## src/rtl/ea_gen_pkg.sv

```systemverilog
package ea_gen_pkg;

    typedef enum logic [2:0] {
        AM_REG = 3'b000,
        AM_IMM = 3'b001,
        AM_ABS = 3'b010,
        AM_IND = 3'b011,
        AM_IDX = 3'b100,
        AM_BIX = 3'b101
    } am_mode_e;

    typedef enum logic {
        ST_IDLE = 1'b0,
        ST_DONE = 1'b1
    } ea_state_e;

endpackage

```

## src/rtl/ea_sext.sv

```systemverilog
module ea_sext #(
    parameter int IN_W  = 16,
    parameter int OUT_W = 32
) (
    input  logic [IN_W-1:0]  din,
    output logic [OUT_W-1:0] dout
);
    localparam int PAD_W = OUT_W - IN_W;

    generate
        if (PAD_W > 0) begin : g_pad
            assign dout = {{PAD_W{din[IN_W-1]}}, din};
        end else begin : g_nopad
            assign dout = din[OUT_W-1:0];
        end
    endgenerate
endmodule

```

## src/rtl/ea_operand_sel.sv

```systemverilog
module ea_operand_sel
    import ea_gen_pkg::*;
#(
    parameter int DATA_W = 32
) (
    input  logic [2:0]        mode,
    input  logic [DATA_W-1:0] reg_a,
    input  logic [DATA_W-1:0] reg_b,
    input  logic [DATA_W-1:0] imm_ext,
    output logic [DATA_W-1:0] term_a,
    output logic [DATA_W-1:0] term_b,
    output logic [DATA_W-1:0] term_c,
    output logic              is_addr,
    output logic              illegal
);
    always_comb begin
        term_a  = '0;
        term_b  = '0;
        term_c  = '0;
        is_addr = 1'b0;
        illegal = 1'b0;
        case (mode)
            AM_REG: begin
                term_a = reg_a;
            end
            AM_IMM: begin
                term_c = imm_ext;
            end
            AM_ABS: begin
                term_c  = imm_ext;
                is_addr = 1'b1;
            end
            AM_IND: begin
                term_a  = reg_a;
                is_addr = 1'b1;
            end
            AM_IDX: begin
                term_a  = reg_a;
                term_c  = imm_ext;
                is_addr = 1'b1;
            end
            AM_BIX: begin
                term_a  = reg_a;
                term_b  = reg_b;
                term_c  = imm_ext;
                is_addr = 1'b1;
            end
            default: begin
                illegal = 1'b1;
            end
        endcase
    end
endmodule

```

## src/rtl/ea_adder3.sv

```systemverilog
module ea_adder3 #(
    parameter int DATA_W = 32
) (
    input  logic [DATA_W-1:0] a,
    input  logic [DATA_W-1:0] b,
    input  logic [DATA_W-1:0] c,
    output logic [DATA_W-1:0] sum
);
    assign sum = a + b + c;
endmodule

```

## src/rtl/ea_gen.sv

```systemverilog
module ea_gen
    import ea_gen_pkg::*;
#(
    parameter int DATA_W = 32,
    parameter int OFS_W  = 16
) (
    input  logic              clk,
    input  logic              rst_n,
    input  logic              req,
    input  logic [2:0]        mode,
    input  logic [DATA_W-1:0] reg_a,
    input  logic [DATA_W-1:0] reg_b,
    input  logic [OFS_W-1:0]  imm,
    output logic              out_valid,
    output logic [DATA_W-1:0] out_value,
    output logic              out_is_addr,
    output logic              out_illegal
);
    ea_state_e         state_q, state_d;
    logic [DATA_W-1:0] imm_ext;
    logic [DATA_W-1:0] term_a, term_b, term_c, sum;
    logic              sel_is_addr, sel_illegal;

    ea_sext #(.IN_W(OFS_W), .OUT_W(DATA_W)) sext_i (
        .din  (imm),
        .dout (imm_ext)
    );

    ea_operand_sel #(.DATA_W(DATA_W)) sel_i (
        .mode    (mode),
        .reg_a   (reg_a),
        .reg_b   (reg_b),
        .imm_ext (imm_ext),
        .term_a  (term_a),
        .term_b  (term_b),
        .term_c  (term_c),
        .is_addr (sel_is_addr),
        .illegal (sel_illegal)
    );

    ea_adder3 #(.DATA_W(DATA_W)) add_i (
        .a   (term_a),
        .b   (term_b),
        .c   (term_c),
        .sum (sum)
    );

    // next-state: TR_ISSUE on req, TR_DRAIN otherwise
    always_comb begin
        unique case (state_q)
            ST_IDLE: state_d = req ? ST_DONE : ST_IDLE;
            ST_DONE: state_d = req ? ST_DONE : ST_IDLE;
            default: state_d = ST_IDLE;
        endcase
    end

    always_ff @(posedge clk) begin
        if (!rst_n) state_q <= ST_IDLE;
        else        state_q <= state_d;
    end

    always_ff @(posedge clk) begin
        if (!rst_n) begin
            out_value   <= '0;
            out_is_addr <= 1'b0;
            out_illegal <= 1'b0;
        end else if (req) begin
            out_value   <= sum;
            out_is_addr <= sel_is_addr;
            out_illegal <= sel_illegal;
        end
    end

    assign out_valid = (state_q == ST_DONE);
endmodule

```

## config.mk

```make
export PLATFORM = sky130hd
export DESIGN_NAME = ea_gen
export DESIGN_NICKNAME = d
export VERILOG_FILES = /design/src/rtl/ea_gen_pkg.sv /design/src/rtl/ea_sext.sv /design/src/rtl/ea_operand_sel.sv /design/src/rtl/ea_adder3.sv /design/src/rtl/ea_gen.sv
export SDC_FILE = /design/constraint.sdc
export NUM_CORES = 1
export LEC_CHECK = 0
export BUFFER_PORTS_ARGS = -buffer_cell sky130_fd_sc_hd__buf_2
export CAP_MARGIN = 10
export CORE_MARGIN = 2
export CORE_UTILIZATION = 48
export CTS_CLUSTER_DIAMETER = 40
export DETAILED_ROUTE_END_ITERATION = 6
export GPL_TIMING_DRIVEN = 0
export PLACE_DENSITY = 0.82
export REMOVE_ABC_BUFFERS = 1
export SLEW_MARGIN = 20
export SYNTH_ARGS = -nofsm -noshare
export SYNTH_HDL_FRONTEND = slang
export SYNTH_SLANG_ARGS = --single-unit
```

## constraint.sdc

```tcl
create_clock -name clk -period 5.1 [get_ports clk]
set_clock_uncertainty 0.2 [all_clocks]
set_input_delay 0.765 -clock clk [delete_from_list [all_inputs] [get_ports clk]]
set_output_delay 0.765 -clock clk [all_outputs]
set_load 0.005 [all_outputs]
```

### Yosys cells after proc, flatten, opt, wreduce, memory -nomap -nowiden

Cells that the tools add are included.

| word-level totals | value |
|---|---|
| bits in registers | 35 |
| bits of input ports | 86 |
| output and inout port bits | 35 |
| word-level logic and storage cells | 22 |

| operators by class | value |
|---|---|
| add/sub/neg operators | 2 |
| equal/unequal tests | 5 |
| muxes and demuxes | 6 |
| reduce and logical (&&, ||, !) cells | 5 |

Operators by type and width:

| operator | number |
|---|---|
| 32-bit 2-to-1 mux | 3 |
| 32-bit adder | 2 |
| 4-bit OR reduction | 3 |
| 3-bit by 2-bit equality test with 1-bit output (second input constant) | 2 |
| 3-bit equality test (second input constant) | 2 |
| 6-bit OR reduction | 1 |
| 3-bit by 1-bit equality test with 1-bit output (second input constant) | 1 |
| 3-bit logical NOT | 1 |
| 1-bit 2-to-1 mux | 3 |

### Logic depth before layout (Yosys ltp)

Gate-level depths: netlist of the first run.

| depth | value |
|---|---|
| word-level depth | 5 |
| mapped depth | 16 |
| gate-level depth less buffers | 15 |

### Cells and area by module

From an unflattened synthesis of the first run, not the netlist that was laid out.

| second synthesis, totals | value |
|---|---|
| cell total of the unflattened synthesis | 654 |
| area total of the unflattened synthesis | 5215.0 um2 |

By module, submodules not included:

| module | times used | cells each | area an instance (um2) | sequential area each (um2) |
|---|---|---|---|---|
| ea_adder3 | 1 | 257 | 2317.2 | 0.0 |
| ea_gen | 1 | 111 | 1342.5 | 700.7 |
| ea_operand_sel | 1 | 254 | 1315.0 | 0.0 |
| ea_sext | 1 | 32 | 240.2 | 0.0 |

### Least setup slack after synthesis of the first run

Ideal clock, no wire load.

| timing path | value |
|---|---|
| path kind | input -> register |
| from | in mode[1] |
| to | reg out_value[30] |
| library setup time | 0.126 ns |
| arrival | 4.635 ns |
| data required time | 4.774 ns |
| slack | 0.139 ns |
| stages on the path | 15 |
| path buffers | 2 |
| cell sequence | clkbuf_1 > xnor2_1 > nand2_1 > fa_1 > inv_1 > ha_1 > buf_2 > a2111oi_0 > o21ai_0 > nand4_1 > nand3_1 > a31o_2 > a221oi_1 > or4_1 > nand3_1 |

| on the way | value |
|---|---|
| longest elaborated chain between the ends | 5 |
| elaborated cells between the ends (all ways) | 13 |
| classes of those cells | add/sub (2); eq/ne (5); mux (3); reduce/logical (3) |

RTL lines:

| item | RTL line | source |
|---|---|---|
| from (decl) | ea_gen.sv:10 | `input logic [2:0] mode,` |
| 3-bit by 2-bit equality test with 1-bit output, or another cell as far along | ea_operand_sel.sv:22 | `case (mode)` |
| 4-bit OR reduction (no source line) | n/a |  |
| 32-bit 2-to-1 mux | ea_operand_sel.sv:22 |  |
| 32-bit adder | ea_adder3.sv:9 | `assign sum = a + b + c;` |
| 32-bit adder (*) | ea_adder3.sv:9 |  |
| to (signal assigned) | ea_gen.sv:68 | `out_value <= sum;` |
| to (decl) | ea_gen.sv:15 | `output logic [DATA_W-1:0] out_value,` |

Mark *: on every way between the ends. The rest lies on a longest branch, timed or not.
A chain may end at the register's enable or synchronous reset.

### Worst setup path after layout of the first run

| timing path | value |
|---|---|
| from | in mode[2] |
| to | reg out_value[21] |

Same word-level chain as after synthesis.

==> impl_metrics.env, run 1 <==
export IMPL_crit_type="in2reg"
export IMPL_hold_start="out_value[31]$_SDFFE_PN0P_"
export IMPL_initial_core_util_pct=50.0
export IMPL_reg2reg_to="out_value[18]$_SDFFE_PN0P_"
export IMPL_p_int_uw=695
export IMPL_final_seq_area_um2=701
export IMPL_yosysSeqAreaShare_pct=16.9
export IMPL_drc_errors=0
export IMPL_synth_xor_xnor_area_share_pct=5.27
export IMPL_regToRegSetupSlack_ns=4.12
export IMPL_area_delta_synth_final_pct=19.4
export IMPL_required_ns=5.12
export IMPL_place_area_um2=4810
export IMPL_core_um2=8300
export IMPL_slowest_delay_ns=0.61
export IMPL_most_common_layout_cells="buf_2, nand2_1, inv_1"
export IMPL_utilization_pct=59.7
export IMPL_num_rows=33
export IMPL_powerDensity_nw_per_um2=229
export IMPL_synth_top_family_by_area="adder cells"
export IMPL_cp_cell_sequence="buf_2 -> nand2_1 -> nor2_4 -> nand2_1 -> fa_1 -> inv_1 -> ha_1 -> fa_1 -> a211oi_2 -> o21ai_2 -> or3b_1 -> a211o_2 -> o311ai_2 -> xor2_1 -> mux2i_1 -> nor2b_1"
export IMPL_holdPathEnd="out_value[31]$_SDFFE_PN0P_"
export IMPL_cp_arrival_ns=4.67
export IMPL_ir_worst_vdd_uv=130
export IMPL_crit_path_end_kind="flip-flop"
export IMPL_cp_max_fo=32
export IMPL_clock_sinks=35
export IMPL_grt_pass1_vias=3965
export IMPL_ys_seq_elements=35
export IMPL_pwr_share_seq_pct=28.9
export IMPL_yosys_area_share_simple_pct=24.0
export IMPL_slowest_stage="nor2_4"
export IMPL_yosys_area_share_adder_pct=24.5
export IMPL_grt_pass1_wl_um=17800
export IMPL_cp_start_kind="input port"
export IMPL_max_slew_margin_pct=34.9
export IMPL_n_antenna_cell=0
export IMPL_dp_hpwl_um=8240
export IMPL_timing_fmax_ghz=0.215
export IMPL_cap_violations=0
export IMPL_synth_compound_area_share_pct=17.1
export IMPL_worst_pin_slew_ns=0.977
export IMPL_period_share_pct=91.2
export IMPL_synth_warnings=0
export IMPL_cts_max_level=2
export IMPL_ant_nets=0
export IMPL_synth_mux_area_share_pct=3.37
export IMPL_hold_class="reg2reg"
export IMPL_timing_rr_start="out_value[18]$_SDFFE_PN0P_"
export IMPL_whs_path_depth=2
export IMPL_combinationalPowerShare_pct=47.8
export IMPL_timing_final_crit_period_ns=4.65
export IMPL_dieHeight_um=97.0
export IMPL_antenna_found_initial=0
export IMPL_synth_edf_count=0
export IMPL_chipWidth_um=97.0
export IMPL_cts_buffer_depth=2
export IMPL_nFillCells=775
export IMPL_portBuffers=120
export IMPL_drtPass1Iterations=4
export IMPL_dp_slack_ns=-1.00
export IMPL_multiInputGateArea_um2=3130
export IMPL_design_area_um2=4960
export IMPL_hold_viol=0
export IMPL_die_area_um2=9410
export IMPL_synth_flop_cell="dfxtp_1"
export IMPL_via_count=4054
export IMPL_fin_ws_ns=0.451
export IMPL_first_iter_violations=134
export IMPL_synth_cell_types=56
export IMPL_gr_usage_all_layers_pct=22.0
export IMPL_grt_ovfl_total=0
export IMPL_syn_area_um2=4150
export IMPL_postSynthCellCount=547
export IMPL_synth_async_reset_ratio_pct=0
export IMPL_leakagePower_nw=2.63
export IMPL_slew_viol_final=0
export IMPL_cts_tree="yes"
export IMPL_ff2ff_path_depth=2
export IMPL_postCtsSetupRepairBufs=0
export IMPL_top_level_ports=121
export IMPL_grt_setup_unrepaired="false"
export IMPL_switchingPower_uw=439
export IMPL_drive_gt1_share_pct=22.2
export IMPL_clkSlewWorstSetupHoldPaths_ns=0.07
export IMPL_wl_per_cell_um=13.8
export IMPL_cts_root_buffer="clkbuf_8"
export IMPL_final_nets=796
export IMPL_insertion_delay_ns=0.29
export IMPL_final_common_cell="buf_2"
export IMPL_p_total_mw=1.13
export IMPL_drt_wl_total_um=10400
export IMPL_synth_area_per_cell_um2=7.59
export IMPL_p_clk_share_pct=23.3
export IMPL_grt_max_degree=49
export IMPL_p_sw_share_pct=38.7
export IMPL_gp_congestion=0.816
export IMPL_numCtsBuffers=5
export IMPL_status="completed"
export IMPL_viasPerCell=5.38
export IMPL_setup_viol=0
## how the worst max path moves through the flow
stage | start | end | slack [ns] | cells past startpoint
floorplan | mode[0] | out_value[30]$_SDFFE_PN0P_ | -0.15 | 14
global placement | mode[2] | out_value[30]$_SDFFE_PN0P_ | -1.40 | 15
detailed placement | mode[1] | out_value[30]$_SDFFE_PN0P_ | -1.00 | 14
CTS | mode[2] | out_value[30]$_SDFFE_PN0P_ | 0.29 | 15
global route | mode[2] | out_value[26]$_SDFFE_PN0P_ | 0.07 | 15
finish | mode[2] | out_value[21]$_SDFFE_PN0P_ | 0.45 | 16
## synthesized netlist by cell type, drive strengths merged (6+ instances only)
library cell / n / area [um^2]
a21oi: 26 / 130
nand3: 12 / 60.1
inv: 68 / 255
a21o: 15 / 114
and2: 6 / 37.5
fa: 32 / 641
nand4: 14 / 87.6
nand2: 106 / 398
nand3b: 13 / 97.6
buf: 7 / 36.3
dfxtp: 35 / 701
clkbuf: 21 / 78.8
nor2: 20 / 75.1
nor3: 7 / 35.0
o21ai: 25 / 129
xor2: 11 / 96.3
xnor2: 14 / 123
mux2i: 14 / 140
nor2b: 19 / 119
ha: 30 / 375
## per-layer routing
metal  track usage (%)  vias to the layer above  part of all wire [%]
met2              36.7                      101                    48
met4              4.88                        0                   1.2
met1              30.7                     1908                    47
li1                  -                     2032                     -
met3              2.60                       13                   4.2
met5                 0                        -                     0
## layout make-up
cell class | count | share of cell area, %
inverters | 68 | 5.15
flip-flops and latches | 35 | 14.1
clock inverters | 2 | 0.707
well taps | 105 | 2.65
multi-input cells | 416 | 63.1
clock buffers | 6 | 1.67
repair buffers | 122 | 12.6
## cell families after synthesis
group / after synthesis
buffers and inverters: 96
AO/OA/AOI/OAI: 106
flip-flops: 35
AND/OR/NAND/NOR: 209
multiplexers: 14
adder cells (fa/ha/maj): 62
XOR/XNOR: 25
## repair_timing
item                                    4_1_cts  5_1_grt
hold buffers                                  0        0
endpoints found under the setup margin       10        2
gates resized for setup                       3        1
## power by group through the flow
| stage | sequential (mW) | combinational [mW] | clock [mW] |
|---|---|---|---|
| 6_report | 0.328 | 0.542 | 0.265 |
| 5_1_grt | 0.331 | 0.613 | 0.284 |
| 4_1_cts | 0.328 | 0.541 | 0.271 |
| 3_5_place_dp | 0.334 | 0.536 | 0 |
| 3_3_place_gp | 0.332 | 0.514 | 0 |
| 2_1_floorplan | 0.334 | 0.359 | 0 |
## metrics by stage
step           cells  TNS (ns)  hold slack [ns]
4_1_cts          754         0            0.285
5_1_grt          754         0            0.313
2_1_floorplan    519    -0.382            0.249
3_5_place_dp     746     -6.98            0.268
3_3_place_gp     744    -24.03            0.258
6_report         754         0            0.281
## critical path, delay by kind of cell
family                     cells  cell delay (ns)
and+or+nand+nor                5             1.43
AOI/OAI and AO/OA              4             0.97
adders and majority gates      3             0.95
xor gates and xnor gates       1             0.24
buffers and inverters          2             0.20
muxes                          1             0.11
## flip-flops by register name, indices dropped and copies added, names as in the netlist
signal,flops
out_valid,1
out_value,32
out_illegal,1
out_is_addr,1
Note: power is estimated with default switching activity, not from simulation.
==> run 2: changes to the inputs <==
clock period = 3.95 ns   (was 5.1 ns; I/O delays follow)
==> run 2 against run 1 <==
The flow now finishes with violations (negative setup slack). Wire length rose by 25%. Hold slack about the same. Core utilization rose by 10 points. Register-to-register slack got worse by 1.2 ns. Cell count up 5.3%. Sequential power rose by 30%. First-iteration DRC count is 28% higher. Combinational power is 70% higher. Via count up 8.2%. Sequential share of layout area shrank 2.0 points. Count of clock-buffer cells in the layout stayed put. Critical endpoint unchanged. Largest cell class unchanged. Largest power group unchanged.
==> impl_metrics.env, run 2 (synthesis results as in run 1) <==
export IMPL_cap_violations=0
export IMPL_gr_usage_all_layers_pct=25.3
export IMPL_grt_pass1_wl_um=19900
export IMPL_p_total_mw=1.69
export IMPL_first_iter_violations=171
export IMPL_die_area_um2=9410
export IMPL_worst_pin_slew_ns=0.990
export IMPL_area_delta_synth_final_pct=39.5
export IMPL_slowest_delay_ns=0.55
export IMPL_grt_setup_unrepaired="true"
export IMPL_placed_cells=746
export IMPL_combinationalPowerShare_pct=54.4
export IMPL_core_um2=8300
export IMPL_cts_root_buffer="clkbuf_8"
export IMPL_viasPerCell=5.52
export IMPL_hold_buffers=0
export IMPL_final_seq_area_um2=701
export IMPL_ant_nets=0
export IMPL_via_count=4386
export IMPL_max_flop_register="out_value"
export IMPL_initial_core_util_pct=50.0
export IMPL_dieHeight_um=97.0
export IMPL_whs_ns=0.281
export IMPL_crit_path_end_kind="flip-flop"
export IMPL_chipWidth_um=97.0
export IMPL_status="finished, violations left"
export IMPL_required_ns=3.98
export IMPL_multiInputGateArea_um2=3540
export IMPL_p_int_mw=1.03
export IMPL_place_area_um2=4810
export IMPL_drive_gt1_share_pct=35.1
export IMPL_cp_max_fo=8
export IMPL_most_common_layout_cells="buf_2, nand2_1, inv_1"
export IMPL_ir_worst_vdd_uv=175
export IMPL_dp_slack_ns=-1.98
export IMPL_clkSlewWorstSetupHoldPaths_ns=0.07
export IMPL_design_area_um2=5790
export IMPL_cp_start_kind="input port"
export IMPL_slowest_stage="fa_1"
export IMPL_portBuffers=120
export IMPL_cts_buffer_depth=2
export IMPL_grt_max_degree=49
export IMPL_fin_ws_ns=-0.000788
export IMPL_hold_class="reg2reg"
export IMPL_period_share_pct=100
export IMPL_slew_viol_final=0
export IMPL_setup_worst_path_start="mode[0]"
export IMPL_cp_arrival_ns=3.98
export IMPL_numCtsBuffers=5
export IMPL_final_nets=836
export IMPL_drt_wl_total_um=13000
export IMPL_wl_per_cell_um=16.4
export IMPL_powerDensity_nw_per_um2=292
export IMPL_antenna_found_initial=0
export IMPL_violations="negative setup slack"
export IMPL_dp_hpwl_um=8240
export IMPL_max_slew_margin_pct=34.0
export IMPL_clock_sinks=35
export IMPL_grt_pass1_vias=4249
export IMPL_timing_rr_start="out_value[18]$_SDFFE_PN0P_"
export IMPL_cp_cell_sequence="buf_8 -> nor2b_4 -> xnor2_4 -> buf_12 -> buf_6 -> nand2_1 -> fa_1 -> inv_2 -> ha_4 -> o21ai_2 -> o21ai_2 -> or3b_4 -> a211o_4 -> o311ai_4 -> xor2_2 -> mux2i_1 -> nor2b_1"
export IMPL_crit_type="in2reg"
export IMPL_num_rows=33
export IMPL_finalSetupTns_ns=-0.000788
export IMPL_hold_viol=0
export IMPL_leakagePower_nw=2.93
export IMPL_pwr_share_seq_pct=25.1
export IMPL_grt_ovfl_total=0
export IMPL_p_sw_share_pct=39.4
export IMPL_top_level_ports=121
export IMPL_setup_viol=1
export IMPL_largest_register_ffs=32
export IMPL_switchingPower_uw=666
export IMPL_nFillCells=661
export IMPL_insertion_delay_ns=0.28
export IMPL_path_common_cell="o21ai_2"
export IMPL_utilization_pct=69.8
export IMPL_timing_fmax_ghz=0.253
export IMPL_timing_final_crit_period_ns=3.95
export IMPL_hold_start="out_value[24]$_SDFFE_PN0P_"
export IMPL_n_antenna_cell=0
export IMPL_cts_max_level=2
export IMPL_p_clk_share_pct=20.5
export IMPL_drc_errors=0
export IMPL_gp_congestion=0.816
export IMPL_cts_tree="yes"
export IMPL_final_common_cell="buf_2"
export IMPL_drtPass1Iterations=5
export IMPL_final_cells=794
run 2: cell types whose count changed in the layout (fill, tap and decap cells not counted), sizes merged:
| cell | previous run | this run |
|---|---|---|
| buf | 122 | 160 |
| nand2 | 106 | 107 |
| nor2 | 20 | 21 |
run 2: path summary, 6_finish.rpt:
kind | cells past startpoint | to | slack, ns
setup / recovery | 17 | out_value[21]$_SDFFE_PN0P_ | -0.0008
hold / removal | 2 | out_value[24]$_SDFFE_PN0P_ | 0.28
setup reg to reg | 2 | out_value[18]$_SDFFE_PN0P_ | 2.97
hold reg to reg | 2 | out_value[24]$_SDFFE_PN0P_ | 0.28
run 2: area by class of cell:
class                           count  share of cell area [%]
Multi-Input combinational cell    418                    61.2
Sequential cell                    35                    12.1
Inverter                           68                    4.41
Tap cell                          105                    2.27
Clock inverter                      2                   0.605
Clock buffer                        6                    1.43
Timing Repair Buffer              160                    18.0
run 2: power groups by stage:
stage               sequential, mW  combinational (mW)  clock (mW)
finish                       0.425               0.921       0.348
CTS                          0.423               0.812       0.350
detailed placement           0.431               0.692           0
floorplan                    0.431               0.464           0
global route                 0.428                1.01       0.368
global placement             0.428               0.663           0
run 2: routing by layer:
metal  vias to the layer above  GRT usage (%)  part of all wire [%]
li1                       2106              -                     -
met1                      2106           34.5                    42
met2                       154           41.3                    50
met3                        20           4.55                   6.0
met4                         0           6.83                   1.5
met5                         -              0                     0
run 2: timing repair:
action,4_1_cts,5_1_grt
resized for setup,44,60
pin swaps,16,34
buffers inserted,23,15
endpoints found under the setup margin,23,16
gates cloned,1,2
run 2: worst max-delay path, delay by kind of cell:
kind | cells | cell delay, ns
AOI/OAI and AO/OA | 4 | 0.88
xor gates and xnor gates | 2 | 0.37
adders and majority gates | 2 | 0.82
buffers and inverters | 4 | 0.44
muxes | 1 | 0.09
and+or+nand+nor | 4 | 0.77
